===== src/rtl/flagcond_pkg.sv =====
package flagcond_pkg;

   typedef struct packed {
      logic ov;
      logic cy;
      logic z;
      logic s;
      logic sat;
   } flags_t;

   typedef enum logic {
      MODE_BRANCH = 1'b0,
      MODE_SETF   = 1'b1
   } mode_e;

   localparam int unsigned COND_W      = 4;
   localparam int unsigned COND_N      = 1 << COND_W;
   localparam int unsigned COND_HALF   = COND_N / 2;
   localparam int unsigned COND_ALWAYS = 5;
   localparam int unsigned COND_SATSET = 13;

endpackage


===== src/rtl/flagcond_decode.sv =====
module flagcond_decode
   import flagcond_pkg::*;
(
   input  logic [COND_W-1:0] cond,
   input  flags_t            flags,
   output logic              hit
);

   logic [COND_HALF-1:0] base;
   logic [COND_N-1:0]    table_hit;
   logic                 lt_signed;

   assign lt_signed = flags.s ^ flags.ov;

   always_comb begin
      base    = '0;
      base[0] = flags.ov;
      base[1] = flags.cy;
      base[2] = flags.z;
      base[3] = flags.cy | flags.z;
      base[4] = flags.s;
      base[5] = 1'b1;
      base[6] = lt_signed;
      base[7] = flags.z | lt_signed;
   end

   for (genvar gi = 0; gi < COND_N; gi++) begin : g_code
      if (gi == COND_SATSET) begin : g_sat
         assign table_hit[gi] = flags.sat;
      end else if (gi < COND_HALF) begin : g_pos
         assign table_hit[gi] = base[gi];
      end else begin : g_neg
         assign table_hit[gi] = ~base[gi-COND_HALF];
      end
   end

   assign hit = table_hit[cond];

endmodule


===== src/rtl/flagcond_sext.sv =====
module flagcond_sext #(
   parameter int unsigned IN_W  = 9,
   parameter int unsigned OUT_W = 32
) (
   input  logic [IN_W-1:0]  din,
   output logic [OUT_W-1:0] dout
);

   localparam int unsigned PAD_W = OUT_W - IN_W;

   if (IN_W < 2 || IN_W > OUT_W) begin : g_bad_width
      $error("flagcond_sext: IN_W must be between 2 and OUT_W");
   end

   if (PAD_W == 0) begin : g_pass
      assign dout = din;
   end else begin : g_extend
      assign dout = {{PAD_W{din[IN_W-1]}}, din};
   end

endmodule


===== src/rtl/flagcond_outreg.sv =====
module flagcond_outreg #(
   parameter int unsigned DATA_W = 32
) (
   input  logic              clk,
   input  logic              rst,
   input  logic              in_valid,
   input  logic              sel_setf,
   input  logic              hit,
   input  logic [DATA_W-1:0] ext_disp,
   output logic              taken,
   output logic [DATA_W-1:0] offset,
   output logic [DATA_W-1:0] wdata,
   output logic              wvalid
);

   logic br_req;
   logic sf_req;

   assign br_req = in_valid & ~sel_setf;
   assign sf_req = in_valid & sel_setf;

   always_ff @(posedge clk) begin
      if (rst) begin
         taken  <= 1'b0;
         wvalid <= 1'b0;
         offset <= '0;
         wdata  <= '0;
      end else begin
         taken  <= br_req & hit;
         wvalid <= sf_req;
         if (br_req) begin
            offset <= ext_disp;
         end
         if (sf_req) begin
            wdata <= DATA_W'(hit);
         end
      end
   end

endmodule


===== src/rtl/flagcond_unit.sv =====
module flagcond_unit
   import flagcond_pkg::*;
#(
   parameter int unsigned DATA_W = 32,
   parameter int unsigned DISP_W = 9
) (
   input  logic                    clk,
   input  logic                    rst,
   input  logic                    in_valid,
   input  logic                    mode,
   input  logic [3:0]              cond,
   input  logic                    flag_ov,
   input  logic                    flag_cy,
   input  logic                    flag_z,
   input  logic                    flag_s,
   input  logic                    flag_sat,
   input  logic [DISP_W-1:0]       disp,
   output logic                    taken,
   output logic [DATA_W-1:0]       offset,
   output logic [DATA_W-1:0]       wdata,
   output logic                    wvalid
);

   if (DATA_W < 2) begin : g_bad_data
      $error("flagcond_unit: DATA_W too small");
   end

   flags_t               flags;
   mode_e                mode_q;
   logic                 hit;
   logic [DATA_W-1:0]    ext_disp;

   assign flags  = '{ov: flag_ov, cy: flag_cy, z: flag_z, s: flag_s, sat: flag_sat};
   assign mode_q = mode_e'(mode);

   flagcond_decode u_decode (
      .cond  (cond),
      .flags (flags),
      .hit   (hit)
   );

   flagcond_sext #(
      .IN_W  (DISP_W),
      .OUT_W (DATA_W)
   ) u_sext (
      .din  (disp),
      .dout (ext_disp)
   );

   flagcond_outreg #(
      .DATA_W (DATA_W)
   ) u_outreg (
      .clk      (clk),
      .rst      (rst),
      .in_valid (in_valid),
      .sel_setf (mode_q == MODE_SETF),
      .hit      (hit),
      .ext_disp (ext_disp),
      .taken    (taken),
      .offset   (offset),
      .wdata    (wdata),
      .wvalid   (wvalid)
   );

endmodule


===== config.mk =====
export PLATFORM = sky130hd
export DESIGN_NAME = flagcond_unit
export DESIGN_NICKNAME = d
export VERILOG_FILES = /design/src/rtl/flagcond_pkg.sv /design/src/rtl/flagcond_decode.sv /design/src/rtl/flagcond_sext.sv /design/src/rtl/flagcond_outreg.sv /design/src/rtl/flagcond_unit.sv
export SDC_FILE = /design/constraint.sdc
export NUM_CORES = 1
export LEC_CHECK = 0
export ABC_CLOCK_PERIOD_IN_PS = 1950
export BUFFER_PORTS_ARGS = -buffer_cell sky130_fd_sc_hd__buf_2
export CORE_UTILIZATION = 29
export CTS_CLUSTER_SIZE = 40
export DETAILED_ROUTE_END_ITERATION = 16
export PLACE_DENSITY_LB_ADDON = 0.2
export SYNTH_ARGS = -nofsm -noshare
export SYNTH_HDL_FRONTEND = slang
export SYNTH_SLANG_ARGS = --single-unit

===== constraint.sdc =====
create_clock -name clk -period 1.95 [get_ports clk]
set_clock_uncertainty 0.15 [all_clocks]
set_input_delay 0.0975 -clock clk [delete_from_list [all_inputs] [get_ports clk]]
set_output_delay 0.0975 -clock clk [all_outputs]
set_load 0.1 [all_outputs]

After elaboration in Yosys (flattened, before gate mapping)
Cells that the tools add are included.

word-level totals
  register bits = 12
  input port bits = 22
  output and inout port bits = 66
  logic and storage cells = 21

cells by class
  order comparisons = 1
  mux-type cells = 2
  bitwise gates (word level) = 14

operators with widths
  kind                                                                           number
  1-bit NOT                                                                      8
  4-bit by 5-bit less-than comparator with 1-bit output (second input constant)  1
  1-bit binary-select mux with 4-bit select                                      1
  1-bit bitwise AND                                                              3
  1-bit OR                                                                       2
  1-bit two-way mux                                                              1
  1-bit XOR                                                                      1

Depth between registers and ports, before layout
Gate-level depths: netlist (run 1).

  word-level depth = 6
  mapped depth = 4
  gate-level depth less buffers = 4

Hierarchy
A second synthesis (run 1) with hierarchy kept.

unflattened totals
  cells, all modules = 228
  area total of the unflattened synthesis = 2133.3 µm²

modules (own cells, without submodules)
  module           instances  cells an instance  area an instance (µm²)  seq. area each (µm²)
  flagcond_outreg  1          185                1798.0                  700.7
  flagcond_sext    1          32                 240.2                   0.0
  flagcond_decode  1          11                 95.1                    0.0

Worst setup path after synthesis (run 1)
No wires, ideal clock.

  path type = register to output
  from = register u_outreg.offset[8] (netlist name)
  to = output offset[10]
  arrival = 1.768 ns
  data required time = 1.702 ns
  path slack = -0.066 ns
  stages on the path, launching flop included = 2
  path through = dfxtp_1 buf_4

RTL lines
  what       line                 RTL
  to (decl)  flagcond_unit.sv:19  output logic [DATA_W-1:0] offset,

No word-level cell between the ends.

Final worst setup path (run 1)
  from = register u_outreg.offset[8] (netlist name)
  to = output offset[18]

No word-level cell between the ends.

==> summary.txt, run 1 <==
Setup path
  – Worst EP arrival: 1.26 ns
  – Buf/Inv on CP: 1
  – CP Launch Type: register
  – Critical Path Sink Type: output port
  – Worst Setup Path Type: register to output port
  – Crit path max fanout: 25
  – Critical path's largest stage delay: around 0.5 ns
  – Critical-path cell list: buf_2
  – WP data required: between 1.5 and 2 ns
  – CP max-delay cell: dfxtp_2
  – CP delay by family, top: flip-flops

STA
  – Setup TNS: 0 ns
  – Slew headroom: 57.23%
  – RSZ-0062 raised after global routing: no
  – Worst-Margin Slew: 0.6403 ns
  – Hold Vio Cnt, Final: 0
  – Min cycle time layout: 1.512 ns
  – Final worst-path cycle share: 77.51%
  – Max Clk Rate: around 660 MHz
  – Final Max Slew Viols: 0
  – Setup violations, final: 0
  – Hold_ws: 0.009300 ns

Power
  – Pwr/cell area: around 1000 mW/mm²
  – Worst vdd ir: 319.4 µV
  – P_leak: between 0.0006 and 0.0007 µW

GRT
  – GRT overflow: 0
  – Vias in the first global route: 542
  – Pin count of the biggest net entering global routing: 26
  – Initial antenna violation count: 0
  – GRT Util Overall: 8.973%
  – First-pass GRT wire length: between 2000 and 2500 µm

Flow run
  – # Max-Cap Violations: 0

Floorplanning
  – Starting Density: 30.33%
  – Die area: 0.003396 mm²
  – Io pins: 88
  – Row Count: 20
  – Die H: 58.28 µm
  – Core ar.: between 0.003 and 0.004 mm²
  – Die W: 58.28 µm

Route
  – WL met1: 636 µm
  – DRT Pass-1 Iters: 4
  – Total Routed Length: 1645 µm
  – Top Metal Used: met3
  – Met3 wire len: between 150 and 200 µm
  – Met2 wire len: 845 µm
  – Via count: 748
  – Routed len/inst: 8.064 µm
  – DRC violations left: 0
  – DR vias/cell: 3.667
  – First DRT Iteration DRCs: 9
  – Antenna violation net count after detailed routing: 0

Finish
  – Multi-input gate area: 370.4 µm²
  – Area Growth Syn to Fin: 17.30%
  – Fillers: approximately 310
  – # diodes: 0
  – Nets: 183
  – Seq. cell area: 241.5 µm²
  – Ratio of cells with drive above 1 in the final layout: between 40% and 50%

Clock tree
  – Post-CTS setup buffers: 0
  – CTS tree: built
  – H-tree level count: 1
  – Sink Count: 12
  – Total CTS buffers: 3
  – Clock Latency Late Sink: 0.27 ns
  – Resized Gates After CTS: 0
  – Clock-pin slew on the worst setup and hold paths: roughly 0.080 ns
  – Max Buffers Root-to-Sink: 2
  – Root Buffer Master: clkbuf_4
  – Cts hold-fix bufs: 9

Logic synthesis
  – Yosys reg bits: 12
  – Synth Area per Inst: roughly 8 µm²
  – Cells after Synth: 118
  – Number of unique standard cell types used by synthesis: 21
  – Seq/Total Area, Yosys: 26.16%
  – Synth warn: 0
  – Synth Cell Area: ~920 µm²

Min path
  – Hold crit path type: input pin to register

Status
  – Status: finished clean

Placed design
  – GP Congestion: 0.6461
  – Dpl hpwl: roughly 1300 µm
  – Port Buffers: between 50 and 60
## layer usage
metal  vias up  track usage (%)
met5         -                0
met4         0            4.082
met3         0            2.902
met2        53            16.58
met1       321            9.091
li1        374                -
## area by class of cell
type | count | share of cell area, %
multi-input combinational | 78 | 34.38
tap | 44 | 5.110
inverter | 1 | 0.3484
sequential | 12 | 22.42
timing repair buffer | 65 | 34.38
clock buffer | 4 | 3.368
## synth_stat cells
master    count  area (µm²)
mux2i_1       1       10.01
clkbuf_1      3       11.26
dfxtp_1      12       240.2
o31ai_2       1       12.51
nand3b_1      2       15.01
a21o_1        1       7.510
nor2b_1       2       12.51
mux2_2        1       11.26
conb_1        1       3.750
nor4_1        1       6.260
nand3_1       2       10.01
nand2_1      19       71.32
a221oi_1      1       8.760
inv_1         1       3.750
nor2_1        1       3.750
a22oi_1       1       7.510
buf_4        54       405.4
nand2b_1      3       18.77
or2_2         1       6.260
nor3b_1       1       7.510
a21oi_1       9       45.04
## cell usage in the layout, fill, tap and decap left out, types with 2 or more instances in the layout
cell / netlist / routed
nor2b_1: 2 / 2
dlygate4sd3_1: 0 / 9
nand3_1: 2 / 2
nand2b_1: 3 / 3
nand2_1: 19 / 19
clkbuf_4: 0 / 3
nand3b_1: 2 / 2
dfxtp_1: 12 / 11
a21oi_1: 9 / 9
buf_2: 0 / 56
conb_1: 1 / 31
## where the power goes
group	internal (µW)	switching, µW
clock	113	83.3
sequential	257	8.16
combinational	65.2	545
total	435	637
## cell families (layout without fill, tap and decap cells)
kind of cell,Yosys count,in the layout,synth area share [%]
other,1,31,0.4083
flip-flops,12,12,26.16
buffers and inverters,58,70,45.78
multiplexers,2,2,2.316
AO/OA/AOI/OAI,13,13,8.856
AND/OR/NAND/NOR,32,32,16.49
## sequential cells by signal (all words and copies together) (netlist names)
| register | flops |
|---|---|
| u_outreg.taken | 1 |
| u_outreg.wvalid | 1 |
| u_outreg.wdata | 1 |
| u_outreg.offset | 9 |
## per-stage QoR
step	utilization [%]	area (µm²)	setup WS (ns)	power, µW	cells
after global routing	35.58	1077	0.3337	1112	204
after CTS	35.58	1077	0.4170	1082	204
after floorplan	-	1032	0.4510	884.5	148
after global placement	31.41	950.9	0.5603	865.4	191
after detailed placement	31.41	950.9	0.5605	867.0	191
final	35.58	1077	0.4385	1072	204
## worst paths after layout
check | start | end | slack (ns) | depth (start not counted)
setup / recovery | u_outreg.offset[8] | offset[18] | 0.44 | 1
hold / removal | rst | u_outreg.offset[8] | 0.009 | 2
setup reg to reg | u_outreg.offset[8] | u_outreg.offset[8] | 1.00 | 2
hold reg to reg | u_outreg.offset[2] | u_outreg.offset[2] | 0.31 | 2
(Power assumes the default switching activity.)
==> run 2, diff against run 1 <==
--- a/config.mk
+++ b/config.mk
@@ -5,7 +5,7 @@
 export SDC_FILE = /design/constraint.sdc
 export NUM_CORES = 1
 export LEC_CHECK = 0
-export ABC_CLOCK_PERIOD_IN_PS = 1950
+export ABC_CLOCK_PERIOD_IN_PS = 1270
 export BUFFER_PORTS_ARGS = -buffer_cell sky130_fd_sc_hd__buf_2
 export CORE_UTILIZATION = 29
 export CTS_CLUSTER_SIZE = 40
==> constraint.sdc (replaced) <==
create_clock -name clk -period 1.27 [get_ports clk]
set_clock_uncertainty 0.15 [all_clocks]
set_input_delay 0.0635 -clock clk [delete_from_list [all_inputs] [get_ports clk]]
set_output_delay 0.0635 -clock clk [all_outputs]
set_load 0.1 [all_outputs]
==> summary.txt, run 2 (same netlist as run 1, synthesis figures left out) <==
Status
  – Status: finished clean

Clock tree
  – Sink Count: 12 (unchanged)
  – H-tree level count: 1 (unchanged)
  – Clock-pin slew on the worst setup and hold paths: 0.08 ns (about the same)
  – Root Buffer Master: clkbuf_4
  – Total CTS buffers: 3 (unchanged)
  – CTS tree: built
  – Max Buffers Root-to-Sink: 2 (unchanged)
  – Clock Latency Late Sink: 0.26 ns (about the same)

Setup path
  – Crit path max fanout: 11 (-56%)
  – Buf/Inv on CP: 2 (+1)
  – Reg2Reg Depth: 3 (+1)
  – Critical path's largest stage delay: 0.39 ns (-0.11 ns)
  – CP max-delay cell: dfxtp_4
  – WP data required: 1.06 ns (-0.64 ns)
  – Stages on the worst setup path: 2 (+1)
  – Worst EP arrival: 1.04 ns (-0.22 ns)
  – Critical path origin: u_outreg.offset[8]
  – CP delay by family, top: flip-flops
  – RR Startpoint: u_outreg.offset[8]
  – Cell mode on critical path: buf_12
  – Critical-path cell list: buf_12 > buf_12
  – CP Launch Type: register
  – Worst Setup Path Type: register to output port
  – Critical Path Sink Type: output port

Floorplanning
  – Io pins: 88 (unchanged)
  – Starting Density: 30.33% (unchanged)
  – Core ar.: 0.003028 mm² (unchanged)
  – Die area: 0.003396 mm² (unchanged)
  – Row Count: 20 (unchanged)
  – Die W: 58.28 µm (unchanged)
  – Die H: 58.28 µm (unchanged)

STA
  – RSZ-0062 raised after global routing: yes
  – Max Clk Rate: 794.7 MHz
  – Setup violations, final: 0 (unchanged)
  – Setup WS post-layout: 0.01161 ns (-0.4269 ns)
  – Worst-Margin Slew: 0.6143 ns (-0.02594 ns)
  – Min cycle time layout: roughly 1.3 ns
  – Slew headroom: 58.96% (+1.7 points)
  – Final Max Slew Viols: 0 (unchanged)
  – Final worst-path cycle share: 99.09%
  – Hold_ws: 0.01542 ns (+0.006115 ns)
  – Hold Vio Cnt, Final: 0 (unchanged)

Finish
  – Multi-input gate area: 370.4 µm² (unchanged)
  – Fin cells: 213 (+4.4%)
  – # diodes: 0 (unchanged)
  – Nets: 192 (+4.9%)
  – Post-route design area: 0.001614 mm² (+50%)
  – Leading cell type in the layout, fill and taps excluded: conb_1
  – Commonest non-fill, non-tap cells in the layout: conb_1, buf_12, buf_2, nand2_1, dlygate4sd3_1
  – Ratio of cells with drive above 1 in the final layout: 46.75% (+6.7 points)
  – Fillers: 272 (-13%)
  – Reg with most FFs: u_outreg.offset
  – Area Growth Syn to Fin: 75.75%
  – Seq. cell area: 255.2 µm² (+5.7%)
  – Largest register FFs: 9 (unchanged)

Route
  – DRT Pass-1 Iters: 4 (unchanged)
  – DRC violations left: 0 (unchanged)
  – Total Routed Length: 1948 µm (+18%)
  – Routed len/inst: 9.146 µm (+13%)
  – First DRT Iteration DRCs: 24 (+15)
  – DR vias/cell: 3.770 (+2.8%)
  – Via count: 803 (+7.4%)
  – Antenna violation net count after detailed routing: 0 (unchanged)

Power
  – Switching share of power: 55.14% (-4.3 points)
  – P_leak: 0.0007542 µW (+23%)
  – Seq pwr share: 22.4% (-2.3 points)
  – Switching power: 1006 µW (+58%)
  – Comb power frac: 61.3% (+4.3 points)
  – Clock Power Share: 16.3% (-2.0 points)
  – Worst vdd ir: 534.1 µV (+67%)
  – Pwr/cell area: 1131 mW/mm² (+14%)
  – Int Pwr: 818.9 µW (+88%)
  – Design Power: 1825 µW (+70%)

GRT
  – Pin count of the biggest net entering global routing: 12 (-54%)
  – Initial antenna violation count: 0 (unchanged)
  – Vias in the first global route: 663 (+22%)
  – GRT Util Overall: 11.16% (+2.2 points)
  – First-pass GRT wire length: 2877 µm (+27%)
  – GRT overflow: 0 (unchanged)

Placed design
  – Post-placement cell count: 196 (+2.6%)
  – Port Buffers: 56 (unchanged)
  – GP Congestion: 0.6794 (+5.2%)
  – Dpl hpwl: 1558 µm (+21%)
  – Post-Place Cell Area: 0.001448 mm² (+52%)
  – DP Worst Slack: -0.1811 ns (-0.7417 ns)

Min path
  – Min-delay src: mode
  – Hold crit path type: input pin to register
  – Hold Crit Depth: 4 (+2)

Flow run
  – # Max-Cap Violations: 0 (unchanged)
==> run 2: cell types whose count changed in the layout (fill, tap and decap cells not counted) <==
cell           change
clkbuf_4           +1
dfxtp_2            +8
dlygate4sd3_1      +3
dfxtp_1            -9
buf_2             -29
buf_12            +30
buf_4              +4
dfxtp_4            +1
==> run 2: metal layers <==
metal  GRT usage, %  share of wire [%]  up-vias
met2          20.85                 52       54
li1               -                  -      393
met3          3.348                 10        2
met1          11.68                 37      354
met4          4.082               0.87        0
met5              0                  0        -
==> run 2: layout make-up <==
cell class              instances  area share (%)
well taps                      44           3.411
flip-flops and latches         12           15.81
clock buffers                   4           2.248
inverters                       1          0.2326
multi-input cells              78           22.95
repair buffers                 74           55.35
==> run 2: final timing paths <==
path	endpoint	slack (ns)
max	offset[16]	0.01
max reg2reg	u_outreg.offset[8]	0.27
min reg2reg	u_outreg.offset[4]	0.30
min	u_outreg.wdata[0]	0.02
==> run 2: timing repair <==
item                       CTS  global route
hold endpoints to repair    11             0
setup endpoints to repair   22            14
pin swaps                    0             0
resized for setup            0             1
setup buffers                1             0
hold buffers                12             0
==> run 2: worst reg2reg max path, stage by stage (launching register included) <==
cell and delay, ns:
dfxtp_4 0.39, buf_4 0.17, nand2_1 0.06, a21oi_1 0.15
==> run 2: stage by stage <==
step	util, %	setup TNS, ns
floorplan	-	0
global placement	47.81	-0.1391
detailed placement	47.81	-0.2796
CTS	53.22	0
global route	53.31	-0.2638
finish	53.31	0
==> run 2: power by group through the flow <==
stage	combinational (µW)	clock (µW)	sequential [µW]
final	1120	298	409
after floorplan	813	0	547
after global placement	1080	0	419
after global routing	1150	325	412
after detailed placement	1090	0	420
after CTS	1120	305	409
==> run 3, diff against run 2 <==
--- a/config.mk
+++ b/config.mk
@@ -7,6 +7,7 @@
 export LEC_CHECK = 0
 export ABC_CLOCK_PERIOD_IN_PS = 1270
 export BUFFER_PORTS_ARGS = -buffer_cell sky130_fd_sc_hd__buf_2
+export CORE_ASPECT_RATIO = 0.7
 export CORE_UTILIZATION = 29
 export CTS_CLUSTER_SIZE = 40
 export DETAILED_ROUTE_END_ITERATION = 16
==> summary.txt, run 3 (same netlist as run 1, synthesis figures left out) <==
Status
  – Status: finished clean

GRT
  – Initial antenna violation count: 0 (unchanged)
  – First-pass GRT wire length: 3125 µm (+8.6%)
  – GRT overflow: 0 (unchanged)
  – Vias in the first global route: 658 (-0.75%)
  – Pin count of the biggest net entering global routing: 16 (+4)
  – GRT Util Overall: 11.79% (+0.63 points)

Placed design
  – Dpl hpwl: 1608 µm (+3.2%)
  – GP Congestion: 0.6845 (+0.75%)
  – Port Buffers: 56 (unchanged)

Floorplanning
  – Io pins: 88 (unchanged)
  – Starting Density: 31.64% (+1.3 points)
  – Die W: 69.26 µm (+19%)
  – Core ar.: 0.002903 mm² (-4.1%)
  – Row Count: 16 (-20%)
  – Die H: 49.09 µm (-16%)
  – Die area: 0.003400 mm² (+0.11%)

Setup path
  – Cell mode on critical path: buf_12
  – Worst Setup Path Type: register to output port
  – Setup crit end: offset[24]
  – Worst EP arrival: 0.99 ns (-0.05 ns)
  – Reg2Reg Setup Slack: 0.28 ns (about the same)
  – Critical path origin: u_outreg.offset[8]
  – WP data required: 1.06 ns (about the same)
  – Stages on the worst setup path: 2 (unchanged)
  – Reg2Reg Depth: 3 (unchanged)
  – CP Launch Type: register
  – Buf/Inv on CP: 2 (unchanged)
  – Crit path max fanout: 10 (-1)
  – CP max-delay cell: dfxtp_4
  – Critical path's largest stage delay: 0.39 ns (about the same)
  – CP delay by family, top: flip-flops
  – Critical Path Sink Type: output port
  – Worst R2R End: u_outreg.offset[8]
  – Critical-path cell list: buf_12 > buf_12
  – RR Startpoint: u_outreg.offset[8]

Finish
  – Fillers: 249 (-8.5%)
  – Core Util, Final: 55.99% (+2.7 points)
  – Ratio of cells with drive above 1 in the final layout: 46.11% (-0.64 points)
  – Area Growth Syn to Fin: 76.98%
  – Leading cell type in the layout, fill and taps excluded: conb_1
  – Largest register FFs: 9 (unchanged)
  – Commonest non-fill, non-tap cells in the layout: conb_1, buf_12, buf_2, nand2_1, dlygate4sd3_1
  – Nets: 190 (-1.0%)
  – # diodes: 0 (unchanged)
  – Reg with most FFs: u_outreg.offset

Route
  – Antenna violation net count after detailed routing: 0 (unchanged)
  – Total Routed Length: 2065 µm (+6.0%)
  – Via count: 799 (-0.50%)
  – DR vias/cell: 3.936 (+4.4%)
  – Routed len/inst: 10.17 µm (+11%)
  – First DRT Iteration DRCs: 21 (-13%)
  – DRT Pass-1 Iters: 4 (unchanged)
  – DRC violations left: 0 (unchanged)

Power
  – Pwr/cell area: 1192 mW/mm² (+5.4%)
  – Worst vdd ir: 552.0 µV (+3.4%)
  – Design Power: 1938 µW (+6.1%)
  – P_leak: 0.0007593 µW (+0.69%)

Clock tree
  – Total CTS buffers: 3 (unchanged)
  – Post-CTS setup buffers: 0 (-1)
  – Root Buffer Master: clkbuf_8
  – Max Buffers Root-to-Sink: 2 (unchanged)
  – Clock-pin slew on the worst setup and hold paths: 0.05 ns (-0.03 ns)
  – CTS tree: built
  – H-tree level count: 1 (unchanged)
  – Clock Latency Late Sink: 0.23 ns (-0.03 ns)
  – Sink Count: 12 (unchanged)

STA
  – Final worst-path cycle share: 95.03% (-4.1 points)
  – Min cycle time layout: 1.207 ns (-0.05149 ns)
  – Hold Vio Cnt, Final: 0 (unchanged)
  – RSZ-0062 raised after global routing: no
  – Final Max Slew Viols: 0 (unchanged)
  – Setup violations, final: 0 (unchanged)
  – Max Clk Rate: 828.6 MHz (+4.3%)

Min path
  – Hold crit path type: input pin to register
  – Min-delay src: mode

Flow run
  – # Max-Cap Violations: 0 (unchanged)
[run 3: cell types whose count changed in the layout (fill, tap and decap cells not counted), sizes merged]
cell and delta:
buf -2
[run 3: cell type report]
cell class | count | area (µm²) | area share (%)
tap | 36 | 45.04 | 2.771
clock buffer | 4 | 55.05 | 3.387
sequential | 12 | 255.2 | 15.70
multi-input combinational | 78 | 372.9 | 22.94
inverter | 1 | 3.754 | 0.2309
timing repair buffer | 72 | 893.4 | 54.97
[run 3: power breakdown]
group | total, µW | internal (µW) | leakage, µW | switching [µW]
Clock | 406 | 273 | 0.0000288 | 132
Combinational | 1120 | 251 | 0.000628 | 870
Sequential | 411 | 397 | 0.000103 | 14.1
Total | 1940 | 921 | 0.000759 | 1020
[run 3: worst register-to-register path: cells and delay by family, from the launching register on]
family                 cells  cell delay [ns]
buffers and inverters      1             0.18
AO/OA/AOI/OAI              1             0.13
flip-flops                 1             0.39
AND/OR/NAND/NOR            1             0.07
[run 3: layer usage]
metal | wire length [µm] | global-route usage (%) | up-vias
met5 | 0 | 0 | -
met3 | 124 | 2.893 | 2
li1 | - | - | 389
met4 | 27 | 6.463 | 0
met2 | 1049 | 20.23 | 48
met1 | 864 | 13.55 | 360
[run 3: timing repair]
| action | CTS | global route |
|---|---|---|
| resized for setup | 0 | 1 |
| setup endpoints to repair | 0 | 6 |
| endpoints found under the hold margin | 9 | 0 |
| hold buffers | 12 | 0 |
[run 3: worst min-delay path by stage]
stage	to	cells past startpoint	slack, ns
finish	u_outreg.wdata[0]	4	0.03
global route	u_outreg.wdata[0]	4	0.03
CTS	u_outreg.wdata[0]	4	0.02
detailed placement	u_outreg.offset[5]	3	0.16
global placement	u_outreg.offset[7]	3	0.15
floorplan	u_outreg.offset[8]	2	0.04
[run 3: stage by stage]
stage                     setup slack, ns  hold WS (ns)  setup TNS, ns  cell area, µm²  instances
final                             0.06310       0.03451              0            1625        203
after global routing              0.02774       0.03233              0            1625        203
after CTS                        0.006861       0.02195              0            1598        202
after detailed placement          -0.1352        0.1561        -0.1874            1423        186
after global placement           -0.07506        0.1504       -0.09810            1423        186
after floorplan                   0.05935       0.03918              0            1046        148
